**src/rtl/tmr_irq_flags.sv**
```systemverilog
module tmr_irq_flags #(
  parameter int CNT_W = 16,
  parameter int REG_W = 8
) (
  input  logic             clk,
  input  logic             rst_n,
  input  logic             tick,
  input  logic [CNT_W-1:0] count,
  input  logic [CNT_W-1:0] cmp_a,
  input  logic [CNT_W-1:0] cmp_b,
  input  logic [CNT_W-1:0] cmp_c,
  input  logic [2:0]       force_cmp,
  input  logic             cap_evt,
  input  logic             cap_is_top,
  input  logic [CNT_W-1:0] cap_val,
  input  logic             gie,
  input  logic [4:0]       ack,
  input  logic             flag_we,
  input  logic             en_we,
  input  logic [REG_W-1:0] wdata,
  output logic [REG_W-1:0] flag_rd,
  output logic [REG_W-1:0] en_rd,
  output logic [4:0]       irq
);

  localparam logic [CNT_W-1:0] CNT_MAX = {CNT_W{1'b1}};
  localparam int PAD_W = REG_W - 6;

  logic [4:0]       flg, en, set_v, clr_v, wr_bits;
  logic [2:0]       pend, eq;
  logic [CNT_W-1:0] last_cnt;

  assign eq = {count == cmp_c, count == cmp_b, count == cmp_a} & ~force_cmp;

  assign wr_bits = {wdata[5], wdata[3], wdata[2], wdata[1], wdata[0]};

  assign set_v[0]   = tick && (last_cnt == CNT_MAX) && (count == '0);
  assign set_v[3:1] = tick ? pend : 3'b000;
  assign set_v[4]   = cap_is_top ? (tick && count == cap_val) : cap_evt;

  assign clr_v = ack | (flag_we ? wr_bits : 5'b0);

  always_ff @(posedge clk or negedge rst_n) begin
    if (!rst_n) begin
      pend     <= '0;
      last_cnt <= '0;
    end else if (tick) begin
      pend     <= eq;
      last_cnt <= count;
    end
  end

  always_ff @(posedge clk or negedge rst_n) begin
    if (!rst_n) flg <= '0;
    else        flg <= (flg & ~clr_v) | set_v;
  end

  always_ff @(posedge clk or negedge rst_n) begin
    if (!rst_n)     en <= '0;
    else if (en_we) en <= wr_bits;
  end

  assign flag_rd = {{PAD_W{1'b0}}, flg[4], 1'b0, flg[3:0]};
  assign en_rd   = {{PAD_W{1'b0}}, en[4], 1'b0, en[3:0]};
  assign irq     = gie ? (flg & en) : 5'b0;

  assert_cmp_set_R3: assert property (@(posedge clk) disable iff (!rst_n)
    (tick && pend[0]) |=> flag_rd[1]);

  assert_force_block_R4: assert property (@(posedge clk) disable iff (!rst_n)
    (tick && force_cmp[0]) |=> !pend[0]);

  assert_gap_hold_R5: assert property (@(posedge clk) disable iff (!rst_n)
    !tick |=> $stable(pend));

  assert_w1c_R8: assert property (@(posedge clk) disable iff (!rst_n)
    (flag_we && wdata[1] && !(tick && pend[0])) |=> !flag_rd[1]);

  assert_wzero_keep_R8: assert property (@(posedge clk) disable iff (!rst_n)
    (flag_we && !wdata[1] && !ack[1] && flag_rd[1]) |=> flag_rd[1]);

  assert_ack_clear_R9: assert property (@(posedge clk) disable iff (!rst_n)
    (ack[2] && !(tick && pend[1])) |=> !flag_rd[2]);

  assert_gie_gate_R11: assert property (@(posedge clk) disable iff (!rst_n)
    (|irq) |-> gie);

endmodule

```
**config.mk**
```make
export PLATFORM = sky130hd
export DESIGN_NAME = tmr_irq_flags
export DESIGN_NICKNAME = d
export VERILOG_FILES = /design/src/rtl/tmr_irq_flags.sv
export SDC_FILE = /design/constraint.sdc
export NUM_CORES = 1
export LEC_CHECK = 0
export BUFFER_PORTS_ARGS = -buffer_cell sky130_fd_sc_hd__buf_2
export CAP_MARGIN = 15
export CORE_ASPECT_RATIO = 2
export CORE_MARGIN = 1.5
export CORE_UTILIZATION = 44
export DETAILED_ROUTE_END_ITERATION = 7
export PLACE_DENSITY = 0.9
export SYNTH_ARGS = -nofsm -noshare
export SYNTH_HDL_FRONTEND = slang
export SYNTH_SLANG_ARGS = --single-unit
```
**constraint.sdc**
```tcl
create_clock -name clk -period 1.23 [get_ports clk]
set_input_delay 0.246 -clock clk [delete_from_list [all_inputs] [get_ports clk]]
set_output_delay 0.246 -clock clk [all_outputs]
set_load 0.005 [all_outputs]
```
# Word-level counts from Yosys, hierarchy flattened
# Index checks and enable logic that the tools add are counted.
[word_totals]
n_memories = 0
elab_cells = 24
ff_bits = 29
inputBits = 104
mem_bits_rw = 0
out_inout_bits = 21
latch_bits = 0
mem_bits_ro = 0
[op_classes]
n_eq_ne = 5
div = 0
add_sub_neg = 0
n_bitwise = 7
magnitude_cmp = 0
n_mux = 4
n_mul = 0
reduce_logical = 4
n_shift = 0
[op_table]
columns = ["op", "count"]
rows = [
  ["16-bit == test", 4],
  ["16-bit == test, second input constant", 1],
  ["16-bit zero test", 1],
  ["5-bit bitwise AND", 2],
  ["5-bit 2-to-1 mux", 2],
  ["5-bit OR", 2],
  ["5-bit inverter", 1],
  ["3-bit bitwise AND", 1],
  ["1-bit logical AND", 3],
  ["3-bit 2-to-1 mux", 1],
  ["3-bit inverter", 1],
  ["1-bit 2-to-1 mux", 1],
]

# Logic depth before layout (Yosys ltp)
[depth]
word_depth = 5
mapped_depth = 5
mapped_depth_nobuf = 4

# Least setup slack after synthesis
# OpenSTA, ideal clock, no wires.
[synth_timing]
kind = "input to register"
start = "in count[11]"
end = "reg flg[0]"
path_slack_ns = -0.166
required_ns = 1.154
setup_time_ns = 0.076
cell_stages = 5
path_buffers = 1
t_arrival_ns = 1.319
cell_sequence = "buf_6 nor4_4 nand4_1 or4_1 o21ai_1"
[synth_between]
elab_chain_cells = 3
[synth_lines]
columns = ["element", "line", "source"]
rows = [
  ["from (decl)", "8", "input logic [CNT_W-1:0] count,"],
  ["16-bit zero test", "37", "assign set_v[0] = tick && (last_cnt == CNT_MAX) && (count == '0);"],
  ["1-bit logical AND", "37", ""],
  ["5-bit OR", "55", "else flg <= (flg & ~clr_v) | set_v;"],
  ["to (signal assigned)", "55", ""],
  ["to (decl)", "29", "logic [4:0] flg, en, set_v, clr_v, wr_bits;"],
]
# Every way passes these cells.
# A chain may end at the register's enable or synchronous reset.

# Final worst setup path
[layout_timing]
start = "in count[12]"
end = "reg flg[0]"
# The elaborated chain is that of the path after synthesis.

==> metrics.cfg <==
[critical_path]
r2r_start = last_cnt[12]
endpoint = flg[0]
cp-start-kind = input port
crit_arrival_ns = 1.44
crit_start = count[12]
cp_max_fo = 4
r2r_cells = 4
cp.required_ns = 1.44
end_kind = flip-flop
critical_path_class = input port to flip-flop
regToRegEndpoint = flg[0]
reg2reg_slack_ns = 0.04

[finish]
area.growth.synth_to_final_pct = 39.99
fin_cells = 386
layout-drive-gt1-share_pct = 50.76
finish.net_count = 435
n_antenna_cell = 0

[worst_hold_path]
hp-class = input port to flip-flop

[logic_synthesis]
synth_top_area_share_pct = 35.30
ys_top_cells_by_area = dfrtp_1 (35%), xor2_1 (26%), mux2_2 (12%)
yosysUniqueCellTypes = 28
postSynthRegisterBits = 29
synthArstFlopShare_pct = 100.0
avgSynthCellArea_um2 = 10.08
yosysTopAreaCell = dfrtp_1
ys_seq_area_share_pct = 35.30
syn_inst = 204
syn-cell-area_mm2 = 0.002056
synthFlopType = dfrtp_1
synth_warnings = 0
synth-edff-count = 0
synth_most_common_cell = xor2_1
synth_common_cells = xor2_1 (60), dfrtp_1 (29), mux2_2 (21)

[timing]
maxClockFrequency_mhz = 808.9
min_period_ns = 1.236
finalSetupViolations = 1
hold_viol = 0
slew_viol_final = 0
clock_skew_ns = 0.002371
rsz0062_at_grt = yes
min_period_over_period_pct = 100.5
setup_ws_ns = -0.006196
setup_tns_ns = -0.006196

[route]
drc = 0
drt_wl_total_um = 6111
ant_nets = 0
firstDrtPassIters = 4
dr_total_vias = 1992
wire_per_inst_um = 15.83
via_per_inst = 5.161
drt_iter0_drc = 58

[grt]
grt_pass1_wl_um = 9239
grt_pass1_vias = 2007
grt_max_degree = 30
overflow = 0
gr-usage-all-layers_pct = 24.52
antenna_found_initial = 0

[cts]
cts.clk_slew.worst_paths_ns = 0.06
h-tree-depth = 2
ctsRootBufferMaster = clkbuf_8
clk_latency_ns = 0.28
clkSinkCount = 29
cts_buffer_depth = 2
cts_tree = yes
cts_buffers = 5

[place]
post-place-ws_ns = -0.1926
hpwlAfterDp_um = 5109
place_inst = 376
io_buffers = 115
gp_congestion = 0.8927

[status]
status = complete, but fails checks
failed_checks = setup timing

[power_and_ir_drop]
powerDensity_mw_per_mm2 = 871.8
peakVddDrop_v = 0.0008985
leakage_nw = 1.465

[floorplanning]
rows = 35
initial_utilization_pct = 45.14
ios = 125
die_x_um = 51.33
die_h_um = 99.67
coreArea_mm2 = 0.004554
die_area_mm2 = 0.005116

[run]
maxCapViolations = 0

==> flip-flops by register name, summed over array words and instances, names as in the netlist <==
register,cells
last_cnt,16
pend,3
flg,5
en,5
==> logic make-up after synthesis <==
logic type / share of synthesized area [%]
other: 0.1824
XOR/XNOR: 27.27
buffers and inverters: 8.094
multiplexers: 11.50
AO/OA/AOI/OAI: 3.286
flip-flops: 35.30
AND/OR/NAND/NOR: 14.36
==> worst max-delay path, stage by stage <==
cell and delay (ns):
buf_2 0.14, nor4_4 0.31, nand4_1 0.11, or4_1 0.52, o21ai_1 0.12
==> per-stage QoR <==
| step | power, W | hold WS (ns) | utilization [%] | area (um^2) |
|---|---|---|---|---|
| 2_1_floorplan | 0.001416 | -0.04959 | - | 2078 |
| 3_3_place_gp | 0.001710 | 0.2635 | 60.60 | 2760 |
| 3_5_place_dp | 0.001733 | 0.2678 | 60.60 | 2760 |
| 4_1_cts | 0.002519 | 0.1942 | 62.72 | 2856 |
| 5_1_grt | 0.002631 | 0.2075 | 63.19 | 2878 |
| 6_report | 0.002509 | 0.1978 | 63.19 | 2878 |
==> area by class of cell <==
class / count / area [um^2]
multi-input combinational: 147 / 1189
sequential: 29 / 725.7
tap: 55 / 68.82
fill: 412 / 1677
clock buffer: 7 / 86.33
inverter: 8 / 30.03
timing repair buffer: 140 / 778.2
==> metal layers <==
layer	vias up	wire (um)	global-route usage [%]
met5	-	0	0
met4	0	187	12.35
met3	16	307	4.054
met2	77	3639	49.65
met1	964	1975	21.33
li1	935	-	-
==> how the worst min path moves through the flow <==
stage                     slack (ns)  endpoint  depth (start not counted)  startpoint
after floorplan                -0.05     en[0]                          0       rst_n
after global placement          0.26     en[4]                          2       rst_n
after detailed placement        0.27     en[4]                          2       rst_n
after CTS                       0.19    flg[4]                          3     cap_evt
after global routing            0.21    flg[4]                          3     cap_evt
final                           0.20    flg[4]                          3     cap_evt
==> placed cells by master, fill, tap and decap left out, types with 3 or more instances in the layout <==
cell type,count
a32o_1,3
and3_1,5
buf_2,115
buf_4,23
clkbuf_8,6
conb_1,6
dfrtp_1,29
inv_1,8
mux2_2,21
nand2_1,5
nand3_1,6
nand4_1,4
nand4b_1,3
nor3_1,5
nor4_1,12
o22ai_1,3
xnor2_1,4
xor2_1,60
==> power breakdown <==
group | internal (W) | switching, W | total, W
clock network | 0.000442 | 0.000332 | 0.000774
registers | 0.00103 | 0.0000389 | 0.00107
logic | 0.000359 | 0.000310 | 0.000668
==> what timing repair did <==
item                                   CTS  global route
buffers inserted                         0             2
gates resized for setup                  0             1
endpoints found under the hold margin   29             0
hold buffers                             1             0
gates cloned                             0             0
pin swaps                                3             2
setup endpoints to repair                1             6
Note: power is estimated with default switching activity, not from simulation.
